==> src/rtl/qls_pkg.sv <==
package qls_pkg;

  typedef enum logic [1:0] {
    ST_IDLE  = 2'd0,
    ST_BEAT0 = 2'd1,
    ST_BEAT1 = 2'd2,
    ST_DONE  = 2'd3
  } qls_state_e;

endpackage

==> src/rtl/qls_fsm.sv <==
module qls_fsm
  import qls_pkg::*;
(
  input  logic clk,
  input  logic rst_n,
  input  logic req_valid,
  input  logic mem_ready,
  output logic accept,
  output logic mem_req,
  output logic hi_beat,
  output logic beat_done,
  output logic done,
  output logic busy
);

  qls_state_e state_q, state_d;

  always_comb begin
    state_d = state_q;
    unique case (state_q)
      ST_IDLE:  if (req_valid) state_d = ST_BEAT0;
      ST_BEAT0: if (mem_ready) state_d = ST_BEAT1;
      ST_BEAT1: if (mem_ready) state_d = ST_DONE;
      ST_DONE:  state_d = ST_IDLE;
      default:  state_d = ST_IDLE;
    endcase
  end

  always_ff @(posedge clk or negedge rst_n) begin
    if (!rst_n) state_q <= ST_IDLE;
    else        state_q <= state_d;
  end

  assign accept    = (state_q == ST_IDLE) && req_valid;
  assign mem_req   = (state_q == ST_BEAT0) || (state_q == ST_BEAT1);
  assign hi_beat   = (state_q == ST_BEAT1);
  assign beat_done = mem_req && mem_ready;
  assign done      = (state_q == ST_DONE);
  assign busy      = (state_q != ST_IDLE);

  AST_BUSY_UNTIL_DONE: assert property (@(posedge clk) disable iff (!rst_n)
    busy && !done |=> busy);

  AST_DONE_PULSE: assert property (@(posedge clk) disable iff (!rst_n)
    done |=> !done);

endmodule

==> src/rtl/qls_addr_gen.sv <==
module qls_addr_gen #(
  parameter int ADDR_W     = 32,
  parameter int OFF_W      = 16,
  parameter int BEAT_BYTES = 8,
  parameter int ALIGN_BITS = 4
) (
  input  logic              clk,
  input  logic              rst_n,
  input  logic              capture,
  input  logic [ADDR_W-1:0] base,
  input  logic [OFF_W-1:0]  offset,
  input  logic              hi_sel,
  output logic [ADDR_W-1:0] beat_addr
);

  localparam logic [ADDR_W-1:0] LOW_MASK   = ADDR_W'((1 << ALIGN_BITS) - 1);
  localparam logic [ADDR_W-1:0] ALIGN_MASK = ~LOW_MASK;
  localparam logic [ADDR_W-1:0] HI_STEP    = ADDR_W'(BEAT_BYTES);

  logic [ADDR_W-1:0] sext_off;
  logic [ADDR_W-1:0] eff_addr;
  logic [ADDR_W-1:0] line_d;
  logic [ADDR_W-1:0] line_q;

  assign sext_off = {{(ADDR_W-OFF_W){offset[OFF_W-1]}}, offset};
  assign eff_addr = base + sext_off;
  assign line_d   = eff_addr & ALIGN_MASK;

  always_ff @(posedge clk or negedge rst_n) begin
    if (!rst_n)       line_q <= '0;
    else if (capture) line_q <= line_d;
  end

  assign beat_addr = hi_sel ? (line_q + HI_STEP) : line_q;

endmodule

==> src/rtl/qls_datapath.sv <==
module qls_datapath #(
  parameter int BEAT_W = 64,
  parameter int REG_AW = 5
) (
  input  logic                clk,
  input  logic                rst_n,
  input  logic                accept,
  input  logic                req_is_store,
  input  logic [REG_AW-1:0]   req_reg,
  input  logic [2*BEAT_W-1:0] req_wdata,
  input  logic                mem_req,
  input  logic                hi_beat,
  input  logic                beat_done,
  input  logic                done,
  input  logic [BEAT_W-1:0]   mem_rdata,
  output logic                mem_we,
  output logic [BEAT_W-1:0]   mem_wdata,
  output logic                rf_we,
  output logic [REG_AW-1:0]   rf_waddr,
  output logic [2*BEAT_W-1:0] ld_data
);

  logic              is_store_q;
  logic [REG_AW-1:0] reg_q;
  logic              reg_is_zero;
  logic [BEAT_W-1:0] st_half_q [2];
  logic [BEAT_W-1:0] ld_half_q [2];

  assign reg_is_zero = (req_reg == '0);

  always_ff @(posedge clk or negedge rst_n) begin
    if (!rst_n) begin
      is_store_q <= 1'b0;
      reg_q      <= '0;
    end else if (accept) begin
      is_store_q <= req_is_store;
      reg_q      <= req_reg;
    end
  end

  for (genvar g = 0; g < 2; g++) begin : g_half
    logic st_en;
    logic ld_en;
    assign st_en = accept;
    assign ld_en = beat_done && (hi_beat == (g == 1));

    always_ff @(posedge clk or negedge rst_n) begin
      if (!rst_n)     st_half_q[g] <= '0;
      else if (st_en) st_half_q[g] <= reg_is_zero ? '0 : req_wdata[g*BEAT_W +: BEAT_W];
    end

    always_ff @(posedge clk or negedge rst_n) begin
      if (!rst_n)     ld_half_q[g] <= '0;
      else if (ld_en) ld_half_q[g] <= mem_rdata;
    end

    assign ld_data[g*BEAT_W +: BEAT_W] = ld_half_q[g];
  end

  assign mem_wdata = hi_beat ? st_half_q[1] : st_half_q[0];
  assign mem_we    = mem_req && is_store_q;
  assign rf_we     = done && !is_store_q && (reg_q != '0);
  assign rf_waddr  = reg_q;

  AST_NO_ZERO_WRITE: assert property (@(posedge clk) disable iff (!rst_n)
    rf_we |-> rf_waddr != '0);

  AST_WE_ONE_CYCLE: assert property (@(posedge clk) disable iff (!rst_n)
    rf_we |=> !rf_we);

  AST_WE_WITH_REQ: assert property (@(posedge clk) disable iff (!rst_n)
    mem_we |-> mem_req);

  AST_STORE_NO_RF: assert property (@(posedge clk) disable iff (!rst_n)
    rf_we |-> done && !mem_we);

endmodule

==> src/rtl/qword_lsu_seq.sv <==
module qword_lsu_seq #(
  parameter int ADDR_W = 32,
  parameter int OFF_W  = 16,
  parameter int BEAT_W = 64,
  parameter int REG_AW = 5
) (
  input  logic                clk,
  input  logic                rst_n,
  input  logic                req_valid,
  input  logic                req_is_store,
  input  logic [ADDR_W-1:0]   req_base,
  input  logic [OFF_W-1:0]    req_offset,
  input  logic [REG_AW-1:0]   req_reg,
  input  logic [2*BEAT_W-1:0] req_wdata,
  output logic                busy,
  output logic                mem_req,
  output logic                mem_we,
  output logic [ADDR_W-1:0]   mem_addr,
  output logic [BEAT_W-1:0]   mem_wdata,
  input  logic                mem_ready,
  input  logic [BEAT_W-1:0]   mem_rdata,
  output logic                done,
  output logic                rf_we,
  output logic [REG_AW-1:0]   rf_waddr,
  output logic [2*BEAT_W-1:0] ld_data
);

  localparam int BEAT_BYTES = BEAT_W / 8;
  localparam int ALIGN_BITS = $clog2(2 * BEAT_BYTES);

  logic accept;
  logic hi_beat;
  logic beat_done;

  qls_fsm u_fsm (
    .clk       (clk),
    .rst_n     (rst_n),
    .req_valid (req_valid),
    .mem_ready (mem_ready),
    .accept    (accept),
    .mem_req   (mem_req),
    .hi_beat   (hi_beat),
    .beat_done (beat_done),
    .done      (done),
    .busy      (busy)
  );

  qls_addr_gen #(
    .ADDR_W     (ADDR_W),
    .OFF_W      (OFF_W),
    .BEAT_BYTES (BEAT_BYTES),
    .ALIGN_BITS (ALIGN_BITS)
  ) u_addr (
    .clk       (clk),
    .rst_n     (rst_n),
    .capture   (accept),
    .base      (req_base),
    .offset    (req_offset),
    .hi_sel    (hi_beat),
    .beat_addr (mem_addr)
  );

  qls_datapath #(
    .BEAT_W (BEAT_W),
    .REG_AW (REG_AW)
  ) u_data (
    .clk          (clk),
    .rst_n        (rst_n),
    .accept       (accept),
    .req_is_store (req_is_store),
    .req_reg      (req_reg),
    .req_wdata    (req_wdata),
    .mem_req      (mem_req),
    .hi_beat      (hi_beat),
    .beat_done    (beat_done),
    .done         (done),
    .mem_rdata    (mem_rdata),
    .mem_we       (mem_we),
    .mem_wdata    (mem_wdata),
    .rf_we        (rf_we),
    .rf_waddr     (rf_waddr),
    .ld_data      (ld_data)
  );

  AST_LO_BEAT_ALIGNED: assert property (@(posedge clk) disable iff (!rst_n)
    mem_req && !hi_beat |-> mem_addr[ALIGN_BITS-1:0] == '0);

  AST_HI_BEAT_OFFSET: assert property (@(posedge clk) disable iff (!rst_n)
    mem_req && hi_beat |-> mem_addr[ALIGN_BITS-1:0] == ALIGN_BITS'(BEAT_BYTES));

  AST_LOW_FIRST: assert property (@(posedge clk) disable iff (!rst_n)
    $rose(mem_req) |-> mem_addr[ALIGN_BITS-1] == 1'b0);

  AST_HOLD_ON_STALL: assert property (@(posedge clk) disable iff (!rst_n)
    mem_req && !mem_ready |=> mem_req && $stable(mem_addr) && $stable(mem_wdata));

endmodule

==> config.mk <==
export PLATFORM = sky130hd
export DESIGN_NAME = qword_lsu_seq
export DESIGN_NICKNAME = d
export VERILOG_FILES = /design/src/rtl/qls_pkg.sv /design/src/rtl/qls_fsm.sv /design/src/rtl/qls_addr_gen.sv /design/src/rtl/qls_datapath.sv /design/src/rtl/qword_lsu_seq.sv
export SDC_FILE = /design/constraint.sdc
export NUM_CORES = 1
export LEC_CHECK = 0
export BUFFER_PORTS_ARGS = -buffer_cell sky130_fd_sc_hd__buf_2
export CORE_ASPECT_RATIO = 2
export CORE_MARGIN = 2
export CORE_UTILIZATION = 35
export CTS_CLUSTER_DIAMETER = 30
export CTS_CLUSTER_SIZE = 28
export DETAILED_ROUTE_END_ITERATION = 7
export PLACE_DENSITY_LB_ADDON = 0.25
export SLEW_MARGIN = 20
export SYNTH_ARGS = -nofsm -noshare
export SYNTH_HDL_FRONTEND = slang
export SYNTH_SLANG_ARGS = --single-unit
==> constraint.sdc <==
create_clock -name clk -period 1.9 [get_ports clk]
set_input_delay 0.285 -clock clk [delete_from_list [all_inputs] [get_ports clk]]
set_output_delay 0.285 -clock clk [all_outputs]
set_load 0.01 [all_outputs]
==> out/results.tsv, run 1 <==
stage	metric	value	unit
setup_path	start_kind	flip-flop	
setup_path	end_kind	output pin	
sta	relSlewSlack	64.9	%
placement	portBuffers	480	
routing	via_count	12100	
synthesis	synth.distinct_cells	52	
cells_and_area	num-fill-cells	2845	
clock_network	clock_path_buffers	3	
cells_and_area	layout_commonest_cell	buf_2	
cells_and_area	mostFrequentLayoutCells	buf_2, dfrtp_1, dlygate4sd3_1	
floorplan	rows	99	
routing	drtIter0Drc	359	
sta	worst-slew-pin-transition	0.527	ns
job	max_cap_viol_count	0	
synthesis	syn_area	0.0130	mm²
setup_path	r2r-start	u_fsm.state_q[1]	
synthesis	yosys.area.top_type	dfrtp_1	
floorplan	die_w	140	µm
cells_and_area	nets	2142	
routing	drtAntennaViolNets	0	
sta	report.final.slew_viol_count	0	
sta	rsz0062_at_grt	yes	
clock_network	htree_levels	2	
synthesis	synth_edf_count	0	
pwr	leakage	10.6	nW
synthesis	synth.top_cell.area_share	56.2	%
placement	place.gp.congestion	0.917	
global_routing	grt_most_used_layer	met2	
global_routing	grt_max_degree	68	
synthesis	synth_ff_type	dfrtp_1	
clock_network	numCtsBuffers	40	
outcome	outcome	finished, violations left	
synthesis	seq_area_frac_synth	56.2	%
global_routing	grtUsageMet2	45.2	%
synthesis	synthArstFlopShare	100	%
placement	place_ws	-0.626	ns
setup_path	cp.depth	6	
global_routing	grtUsageMet1	23.4	%
setup_path	cp_num_buf_inv	4	
floorplan	start_util	35.6	%
floorplan	dieArea	0.0388	mm²
routing	via_per_inst	5.14	
clock_network	clock_latency	0.53	ns
setup_path	critical-path-top-delay-family	buffers and inverters	
cells_and_area	drive_above_1_share	51.6	%
synthesis	ys_warn_count	0	
setup_path	cp_slowest_cell	dfrtp_1	
sta	fin_crit_sh	119	%
routing	routed_wl	51700	µm
setup_path	crit_chain	inv_2 > ha_4 > buf_8 > buf_16 > mux2_2 > buf_6	
floorplan	core	0.0365	mm²
setup_path	critical_path.max_stage_delay	0.38	ns
hold_path	hold_depth	2	
synthesis	synth_area_leaders	dfrtp_1, mux2_2, a22o_1, ha_1, nand2_1	
global_routing	grt_usage	24.4	%
sta	finClkSkew	0.0329	ns
setup_path	crit_start	u_fsm.state_q[0]	
clock_network	cts-root-buf	clkbuf_16	
floorplan	ios	484	
routing	drc	0	
sta	fmax	443	MHz
setup_path	reg2regPathDepth	9	
pwr	irDropWorstVdd	0.00100	V
sta	setup_ws	-0.357	ns
setup_path	critPathKind	flip-flop to output pin	
routing	drtPass1Iterations	4	
setup_path	crit_arrival	1.97	ns
sta	setup_tns	-28.80	ns
synthesis	syn-instance-count	1024	
clock_network	clkTransAtPathRegs	0.06	ns
outcome	violations	negative setup slack	
cells_and_area	syn_to_final_growth	68.1	%
sta	finalSetupViolations	179	
placement	hpwlAfterDp	35200	µm
sta	min_period	2.26	ns
cells_and_area	multi_input_area	0.00589	mm²
clock_network	cts.sinks	292	
global_routing	antenna_found_initial	9	
global_routing	use_met3	5.73	%
hold_path	min_from	req_wdata[66]	
cells_and_area	seq_area	0.00731	mm²
setup_path	crit_fanout	7	
sta	hold_violations	0	
clock_network	cts_tree	yes	
pwr	power_density	1670	mW/mm²
floorplan	die_y	277	µm
routing	wl_per_cell	22.0	µm
synthesis	post_synth.cell_area_avg	12.7	µm²
global_routing	grt_pass1_vias	12900	
setup_path	crit_required	1.62	ns
hold_path	min_path_type	input port to flip-flop	
synthesis	synth-seq-cells	292	
global_routing	grt_pass1_wl	72800	µm
global_routing	grt_overflow_total	0	
## where the power goes
group,internal (mW),total (mW),switching [mW]
registers,9.27,10.9,1.67
logic,9.94,17.9,7.96
clock network,4.64,7.55,2.91
## registers in the layout, summed over array words and instances (netlist names)
| name | flops |
|---|---|
| u_data.rf_waddr | 5 |
| u_addr.line_q | 28 |
| u_data.st_half_q | 128 |
| u_data.is_store_q | 1 |
| u_fsm.state_q | 2 |
| u_data.ld_data | 128 |
## synth_stat cells, types with 7 or more instances
cell type and instances:
dfrtp_1 292, mux2_2 193, a22o_1 128, nand2_1 81, clkbuf_1 43, o21ai_0 40
ha_1 35, a21oi_1 33, nor2_1 25, nor3_1 14, xor2_1 12, buf_2 10
inv_1 10, nand3_1 9, buf_1 8, o21ai_1 7, xnor2_1 7
## worst paths after layout
check / endpoint / slack (ns)
worst min register to register: u_addr.line_q[17] / 0.47
worst max-delay path: mem_wdata[35] / -0.36
min in group asynchronous: u_data.ld_data[7] / 0.24
worst max register to register: u_data.ld_data[81] / -0.18
max in group asynchronous: u_data.st_half_q[14] / 0.88
worst min-delay path: u_data.st_half_q[2] / 0.02
## per-layer routing
layer	wire length [µm]	vias to the layer above
met5	28	-
met4	3600	4
met3	3210	164
met2	28100	521
met1	16800	5911
li1	-	5464
## through the flow
step / power (mW) / util [%] / hold slack (ns) / std cells / area (µm²)
2_1_floorplan: 18.2 / - / -0.0106 / 1026 / 13000
3_5_place_dp: 24.5 / 46.9 / 0.243 / 2048 / 17200
6_report: 36.4 / 59.8 / 0.0206 / 2347 / 21800
3_3_place_gp: 24.2 / 46.9 / 0.239 / 2048 / 17200
4_1_cts: 34.0 / 57.0 / 0.0000670 / 2319 / 20800
5_1_grt: 38.0 / 59.8 / 0.0102 / 2347 / 21800
## final cells by class
| class | instances | share of cell area, % |
|---|---|---|
| clock buffer | 46 | 4.73 |
| sequential | 292 | 33.5 |
| clock inverter | 25 | 1.41 |
| multi-input combinational | 660 | 26.9 |
| timing repair buffer | 853 | 30.6 |
| tap | 454 | 2.60 |
| inverter | 10 | 0.183 |
| antenna | 7 | 0.0802 |
## worst reg2reg max path: cells and delay by family, from the launching register on
kind	cells	cell delay [ns]
buffers and inverters	6	0.85
AND/OR/NAND/NOR	1	0.12
adder cells (fa/ha/maj)	1	0.20
multiplexers	1	0.35
flip-flops	1	0.44
## what timing repair did
item | CTS | global route
resized for setup | 66 | 164
setup endpoints to repair | 75 | 144
setup buffers | 14 | 8
gates cloned | 4 | 14
pin swaps | 3 | 15
hold buffers | 182 | 0
endpoints found under the hold margin | 271 | 0
## cell families (layout without fill, tap and decap cells)
kind of cell               after synthesis  in the layout  synth area share (%)
muxes                                  194            194                  16.8
other                                    1             10                0.0288
AOI/OAI and AO/OA                      256            256                  14.8
and+or+nand+nor                        152            153                  5.14
buffers and inverters                   75            934                  2.38
adders and majority gates               35             35                  3.37
xor gates and xnor gates                19             19                  1.28
DFF                                    292            292                  56.2
No activity file was read; power rests on OpenSTA's default activity.
==> run 2, diff against run 1 <==
==> constraint.sdc (replaced) <==
create_clock -name clk -period 2.2 [get_ports clk]
set_input_delay 0.33 -clock clk [delete_from_list [all_inputs] [get_ports clk]]
set_output_delay 0.33 -clock clk [all_outputs]
set_load 0.01 [all_outputs]
==> run 2 against run 1 <==
  * The flow still finishes with violations (negative setup slack)
  * Setup slack improved by 0.24 ns
  * Critical path depth is the same
  * First-iteration DRC count rose by 6.7%
  * Clock-buffer cell count unchanged
  * Global-route usage down 1.4 points
  * Clock skew down 0.010 ns
  * Sequential power decreased by 14%
  * Critical path type unchanged
==> out/results.tsv, run 2 (synthesis gave the netlist of run 1 again) <==
stage	metric	value	unit	change
outcome	outcome	finished, violations left		
outcome	violations	negative setup slack		
clock_network	htree_levels	2		unchanged
floorplan	dieArea	0.0388	mm²	unchanged
setup_path	end_kind	output pin		
floorplan	start_util	35.6	%	unchanged
placement	portBuffers	480		unchanged
job	max_cap_viol_count	0		unchanged
clock_network	clkTransAtPathRegs	0.06	ns	about the same
global_routing	grt_pass1_vias	12000		-6.9%
cells_and_area	num-fill-cells	3146		+11%
global_routing	grtUsageMet1	22.8	%	-0.64 points
routing	routed_wl	46700	µm	-9.8%
cells_and_area	drive_above_1_share	52.7	%	+1.1 points
cells_and_area	syn_to_final_growth	52.4	%	
sta	finClkSkew	0.0226	ns	-0.0104 ns
global_routing	grt_pass1_wl	68600	µm	-5.7%
sta	setup_ws	-0.112	ns	+0.244 ns
global_routing	grt_max_degree	72		+5.9%
sta	relSlewSlack	56.3	%	-8.6 points
routing	via_per_inst	5.18		+0.70%
global_routing	grt_most_used_layer	met2		
clock_network	cts_tree	yes		
sta	worst-slew-pin-transition	0.649	ns	+0.123 ns
cells_and_area	design_area	0.0198	mm²	-9.3%
pwr	power_density	1540	mW/mm²	-7.5%
cells_and_area	seq_area	0.00731	mm²	about the same
routing	drtIter0Drc	383		+6.7%
cells_and_area	nets	1964		-8.3%
routing	drtPass1Iterations	4		unchanged
cells_and_area	multi_input_area	0.00565	mm²	-4.1%
setup_path	crit_fanout	9		+2
floorplan	die_y	277	µm	unchanged
sta	report.final.slew_viol_count	0		unchanged
global_routing	grtUsageMet2	43.3	%	-1.8 points
sta	fin_crit_sh	105	%	
global_routing	grt_overflow_total	0		unchanged
sta	fmax	432	MHz	
pwr	finalPower	30.5	mW	-16%
clock_network	cts.sinks	292		unchanged
pwr	irDropWorstVdd	0.000658	V	-34%
cells_and_area	layout_commonest_cell	buf_2		
routing	drc	0		unchanged
placement	dp_cells	2017		-1.5%
placement	placed_area	0.0168	mm²	-2.0%
pwr	leakage	9.78	nW	-8.1%
cells_and_area	mostFrequentLayoutCells	buf_2, dfrtp_1, mux2_2		
setup_path	crit_start	u_fsm.state_q[0]		
sta	finalSetupViolations	56		-69%
setup_path	crit_required	1.87	ns	+0.25 ns
placement	place.gp.congestion	0.955		+4.2%
routing	via_count	11300		-6.7%
sta	min_period	2.31	ns	
global_routing	grt_usage	22.9	%	-1.4 points
clock_network	numCtsBuffers	42		+5.0%
setup_path	start_kind	flip-flop		
setup_path	r2r-start	u_fsm.state_q[1]		
global_routing	use_met3	4.50	%	-1.2 points
hold_path	min_path_type	input port to flip-flop		
global_routing	antenna_found_initial	11		+2
setup_path	critPathKind	flip-flop to output pin		
floorplan	rows	99		unchanged
sta	rsz0062_at_grt	yes		
floorplan	core	0.0365	mm²	unchanged
sta	hold_violations	0		unchanged
hold_path	min_from	req_wdata[120]		
clock_network	clock_latency	0.54	ns	about the same
clock_network	cts-root-buf	clkbuf_16		
clock_network	clock_path_buffers	3		unchanged
setup_path	crit_arrival	1.98	ns	about the same
floorplan	ios	484		unchanged
routing	wl_per_cell	21.5	µm	-2.6%
placement	hpwlAfterDp	34300	µm	-2.6%
floorplan	die_w	140	µm	unchanged
cells_and_area	instances_no_fill	2175		-7.3%
routing	drtAntennaViolNets	0		unchanged
run 2: cell types whose count changed in the layout (fill, tap and decap cells not counted), moves of 5 or more:
cell,previous run,this run
dlygate4sd3_1,182,55
buf_4,145,119
buf_6,73,52
buf_2,411,425
buf_12,20,13
bufinv_16,5,11
o21ai_0,34,40
ha_1,28,33
inv_8,0,5
run 2: metrics by stage:
step / utilization (%) / TNS (ns) / hold WS (ns) / setup WS, ns
after floorplan: - / 0 / 0.0344 / 0.0825
after global placement: 46.0 / -3.80 / 0.225 / -0.358
after detailed placement: 46.0 / -4.03 / 0.224 / -0.387
after CTS: 53.1 / -6.53 / 0.000439 / -0.151
after global routing: 54.2 / -7.14 / 0.00464 / -0.165
final: 54.2 / -4.01 / 0.0220 / -0.112
run 2: where the power goes:
part | switching [mW] | internal (mW) | total [mW]
Clock | 2.68 | 5.00 | 7.68
Combinational | 6.14 | 7.32 | 13.5
Sequential | 1.39 | 8.00 | 9.39
run 2: what timing repair did:
action / CTS / global route
gates cloned: 3 / 4
resized for setup: 61 / 86
hold buffers: 55 / 0
pin swaps: 1 / 1
hold endpoints to repair: 95 / 0
endpoints found under the setup margin: 65 / 64
setup buffers: 9 / 5
run 2: path summary, 6_finish.rpt:
path	to	slack [ns]	cells after the start
min reg2reg	u_addr.line_q[19]	0.47	2
max reg2reg	u_data.ld_data[86]	0.04	8
max	mem_wdata[60]	-0.11	6
min in group asynchronous	u_data.ld_data[93]	0.26	2
max in group asynchronous	u_data.ld_data[0]	1.14	3
min	u_data.st_half_q[56]	0.02	2
run 2: critical path: stages (launching register included):
cell and delay (ns):
dfrtp_1 0.39, inv_2 0.08, ha_4 0.19, buf_12 0.16, clkbuf_16 0.19, mux2_4 0.31
buf_6 0.13
run 2: routing by layer:
layer,vias to the layer above,share of wire [%],routed length (µm)
met2,491,54,25400
li1,5108,-,-
met1,5531,33,15500
met4,0,5.7,2640
met3,128,6.5,3050
met5,-,0,0
run 2: area by class of cell:
type | instances | share of cell area [%]
Clock buffer | 46 | 5.59
Timing Repair Buffer | 674 | 23.3
Antenna cell | 10 | 0.126
Clock inverter | 30 | 2.53
Multi-Input combinational cell | 659 | 28.5
Sequential cell | 292 | 36.9
Inverter | 10 | 0.189
Tap cell | 454 | 2.87
==> run 3, diff against run 2 <==
--- a/config.mk
+++ b/config.mk
@@ -6,11 +6,13 @@
 export NUM_CORES = 1
 export LEC_CHECK = 0
 export BUFFER_PORTS_ARGS = -buffer_cell sky130_fd_sc_hd__buf_2
+export CELL_PAD_IN_SITES_DETAIL_PLACEMENT = 0
+export CELL_PAD_IN_SITES_GLOBAL_PLACEMENT = 1
 export CORE_ASPECT_RATIO = 2
 export CORE_MARGIN = 2
 export CORE_UTILIZATION = 35
 export CTS_CLUSTER_DIAMETER = 30
-export CTS_CLUSTER_SIZE = 28
+export CTS_CLUSTER_SIZE = 24
 export DETAILED_ROUTE_END_ITERATION = 7
 export PLACE_DENSITY_LB_ADDON = 0.25
 export SLEW_MARGIN = 20
==> run 3 against run 2 <==
  * Register-to-register slack improved by 0.15 ns
  * The flow still finishes with violations (negative setup slack)
  * Maximum frequency rose by 0.74%
  * Clock power fell by 9.6%
  * Sequential power rose by 0.4%
  * Sequential share of layout area fell by 0.29 points
  * Die area did not move
  * Final area rose by 0.78%
  * Combinational power barely moved
  * Core utilization rose by 0.42 points
  * Clock skew rose by 0.0062 ns
  * Clock-buffer cell count rose by 3
  * Critical path depth did not move
  * Largest power group unchanged
==> out/results.tsv, run 3 (synthesis gave the netlist of run 1 again) <==
stage	metric	value	unit	change
outcome	outcome	finished, violations left		
outcome	violations	negative setup slack		
placement	place.gp.congestion	0.915		-4.2%
cells_and_area	instances_no_fill	2211		+1.7%
pwr	finalPower	29.9	mW	-2.1%
pwr	leakage	9.84	nW	+0.59%
cells_and_area	mostFrequentLayoutCells	buf_2, dfrtp_1, mux2_2		
global_routing	grt_usage	23.6	%	+0.70 points
clock_network	clock_latency	0.55	ns	about the same
clock_network	htree_levels	2		unchanged
pwr	power.switching	10.3	mW	+0.56%
routing	drtPass1Iterations	5		+1
setup_path	crit_start	u_fsm.state_q[0]		
pwr	p_seq_share	31.6	%	+0.8 points
setup_path	crit_fanout	8		-1
floorplan	dieArea	0.0388	mm²	unchanged
routing	drtAntennaViolNets	0		unchanged
job	max_cap_viol_count	0		unchanged
clock_network	clock_path_buffers	3		unchanged
sta	report.final.slew_viol_count	0		unchanged
floorplan	ios	484		unchanged
clock_network	cts_tree	yes		
placement	dp_cells	2026		+0.45%
global_routing	grt_max_degree	69		-4.2%
routing	routed_wl	47900	µm	+2.8%
clock_network	numCtsBuffers	42		unchanged
setup_path	critPathKind	flip-flop to output pin		
pwr	swShare	34.4	%	+0.91 points
floorplan	core	0.0365	mm²	unchanged
global_routing	grt_pass1_vias	12100		+0.87%
sta	setup_ws	-0.0954	ns	+0.0169 ns
floorplan	start_util	35.6	%	unchanged
clock_network	cts-root-buf	clkbuf_16		
pwr	combPwrFrac	45.2	%	+1.1 points
global_routing	antenna_found_initial	8		-3
cells_and_area	syn_to_final_growth	53.6	%	
clock_network	clkTransAtPathRegs	0.06	ns	about the same
pwr	p_clk_share	23.2	%	-2.0 points
setup_path	crit_arrival	1.97	ns	about the same
sta	hold_violations	0		unchanged
routing	via_count	11300		+0.38%
routing	via_per_inst	5.11		-1.3%
floorplan	die_y	277	µm	unchanged
placement	hpwlAfterDp	35700	µm	+4.0%
routing	wl_per_cell	21.7	µm	+1.1%
setup_path	cp_num_buf_inv	4		unchanged
sta	fin_crit_sh	104	%	-0.77 points
setup_path	cp_slowest_cell	dfrtp_1		
routing	drc	0		unchanged
sta	finClkSkew	0.0288	ns	+0.00621 ns
sta	fmax	436	MHz	+0.74%
placement	portBuffers	480		unchanged
floorplan	rows	99		unchanged
setup_path	critical-path-top-delay-family	buffers and inverters		
sta	min_period	2.30	ns	-0.0169 ns
hold_path	min_path_type	input port to flip-flop		
pwr	power_density	1500	mW/mm²	-2.9%
setup_path	crit_chain	inv_2 > ha_4 > buf_8 > clkbuf_16 > mux2_2 > buf_6		
global_routing	grt_pass1_wl	70200	µm	+2.3%
pwr	power.internal	19.6	mW	-3.5%
setup_path	start_kind	flip-flop		
setup_path	critical_path.max_stage_delay	0.38	ns	about the same
cells_and_area	nets	2000		+1.8%
hold_path	min_from	req_wdata[43]		
setup_path	crit_required	1.87	ns	about the same
global_routing	grt_overflow_total	0		unchanged
floorplan	die_w	140	µm	unchanged
sta	finalSetupViolations	64		+14%
cells_and_area	layout_commonest_cell	buf_2		
setup_path	end_kind	output pin		
routing	drtIter0Drc	420		+9.7%
setup_path	r2r-start	u_fsm.state_q[0]		
sta	rsz0062_at_grt	yes		
clock_network	cts.sinks	292		unchanged
cells_and_area	drive_above_1_share	52.0	%	-0.75 points
pwr	irDropWorstVdd	0.000684	V	+4.0%
==> run 3: cell count changes in the layout (fill, tap and decap cells not counted), sizes merged, moves of 3 or more <==
cell / before / now
buf: 614 / 621
clkinv: 3 / 14
dlygate4sd3: 55 / 83
clkbuf: 51 / 54
inv: 19 / 14
bufinv: 11 / 5
==> run 3: final timing paths <==
check                           slack (ns)  depth (start not counted)                    end
worst min-delay path                  0.01                          2  u_data.st_half_q[107]
worst max register to register        0.19                          9      u_addr.line_q[23]
worst min register to register        0.47                          2      u_addr.line_q[20]
min in group asynchronous             0.31                          2      u_data.ld_data[5]
worst max-delay path                  -0.1                          6          mem_wdata[52]
max in group asynchronous             1.18                          3   u_data.st_half_q[62]
==> run 3: stage by stage <==
step | TNS (ns) | hold WS (ns) | util [%] | setup slack, ns | instance area, µm²
3_5_place_dp | -4.68 | 0.295 | 46.3 | -0.494 | 16900
6_report | -3.28 | 0.0105 | 54.7 | -0.0954 | 20000
5_1_grt | -7.36 | 0.000246 | 54.7 | -0.157 | 20000
4_1_cts | -5.39 | 0.000379 | 53.5 | -0.131 | 19500
2_1_floorplan | 0 | 0.0344 | - | 0.0825 | 13000
3_3_place_gp | -4.41 | 0.293 | 46.3 | -0.503 | 16900
==> run 3: timing repair <==
| action | in CTS | in global routing |
|---|---|---|
| resized for setup | 45 | 73 |
| endpoints found under the setup margin | 63 | 67 |
| hold buffers | 83 | 0 |
| setup buffers | 7 | 1 |
| cloned | 3 | 5 |
| hold endpoints to repair | 129 | 0 |
| pin swaps | 1 | 0 |
==> run 3: worst reg2reg max path, cell delays in order, from the launching register on <==
cell	delay (ns)
dfrtp_1	0.36
inv_2	0.06
buf_4	0.12
buf_4	0.14
ha_4	0.17
nand2_4	0.22
buf_4	0.32
nor2_1	0.10
a221oi_1	0.27
nand3_1	0.12
==> run 3: metal layers <==
layer	wire length, µm	up-vias	track usage (%)
met4	2930	0	14.8
met2	26700	452	45.5
li1	-	5180	-
met3	2800	123	4.78
met5	0	-	0
met1	15500	5546	22.2
==> run 3: power groups by stage <==
stage	combinational (mW)	sequential (mW)	clock [mW]
4_1_cts	12.6	9.39	7.07
2_1_floorplan	5.86	9.87	0
3_3_place_gp	11.5	9.34	0
5_1_grt	14.4	9.71	7.29
3_5_place_dp	11.6	9.45	0
6_report	13.5	9.43	6.94
==> run 3: cell type report <==
class,count,area (µm²)
diodes,8,20.0
clock buffers,49,1120
clock inverters,29,342
fillers,3237,16600
inverters,10,37.5
multi-input cells,659,5590
flip-flops and latches,292,7310
well taps,454,568
repair buffers,710,4990
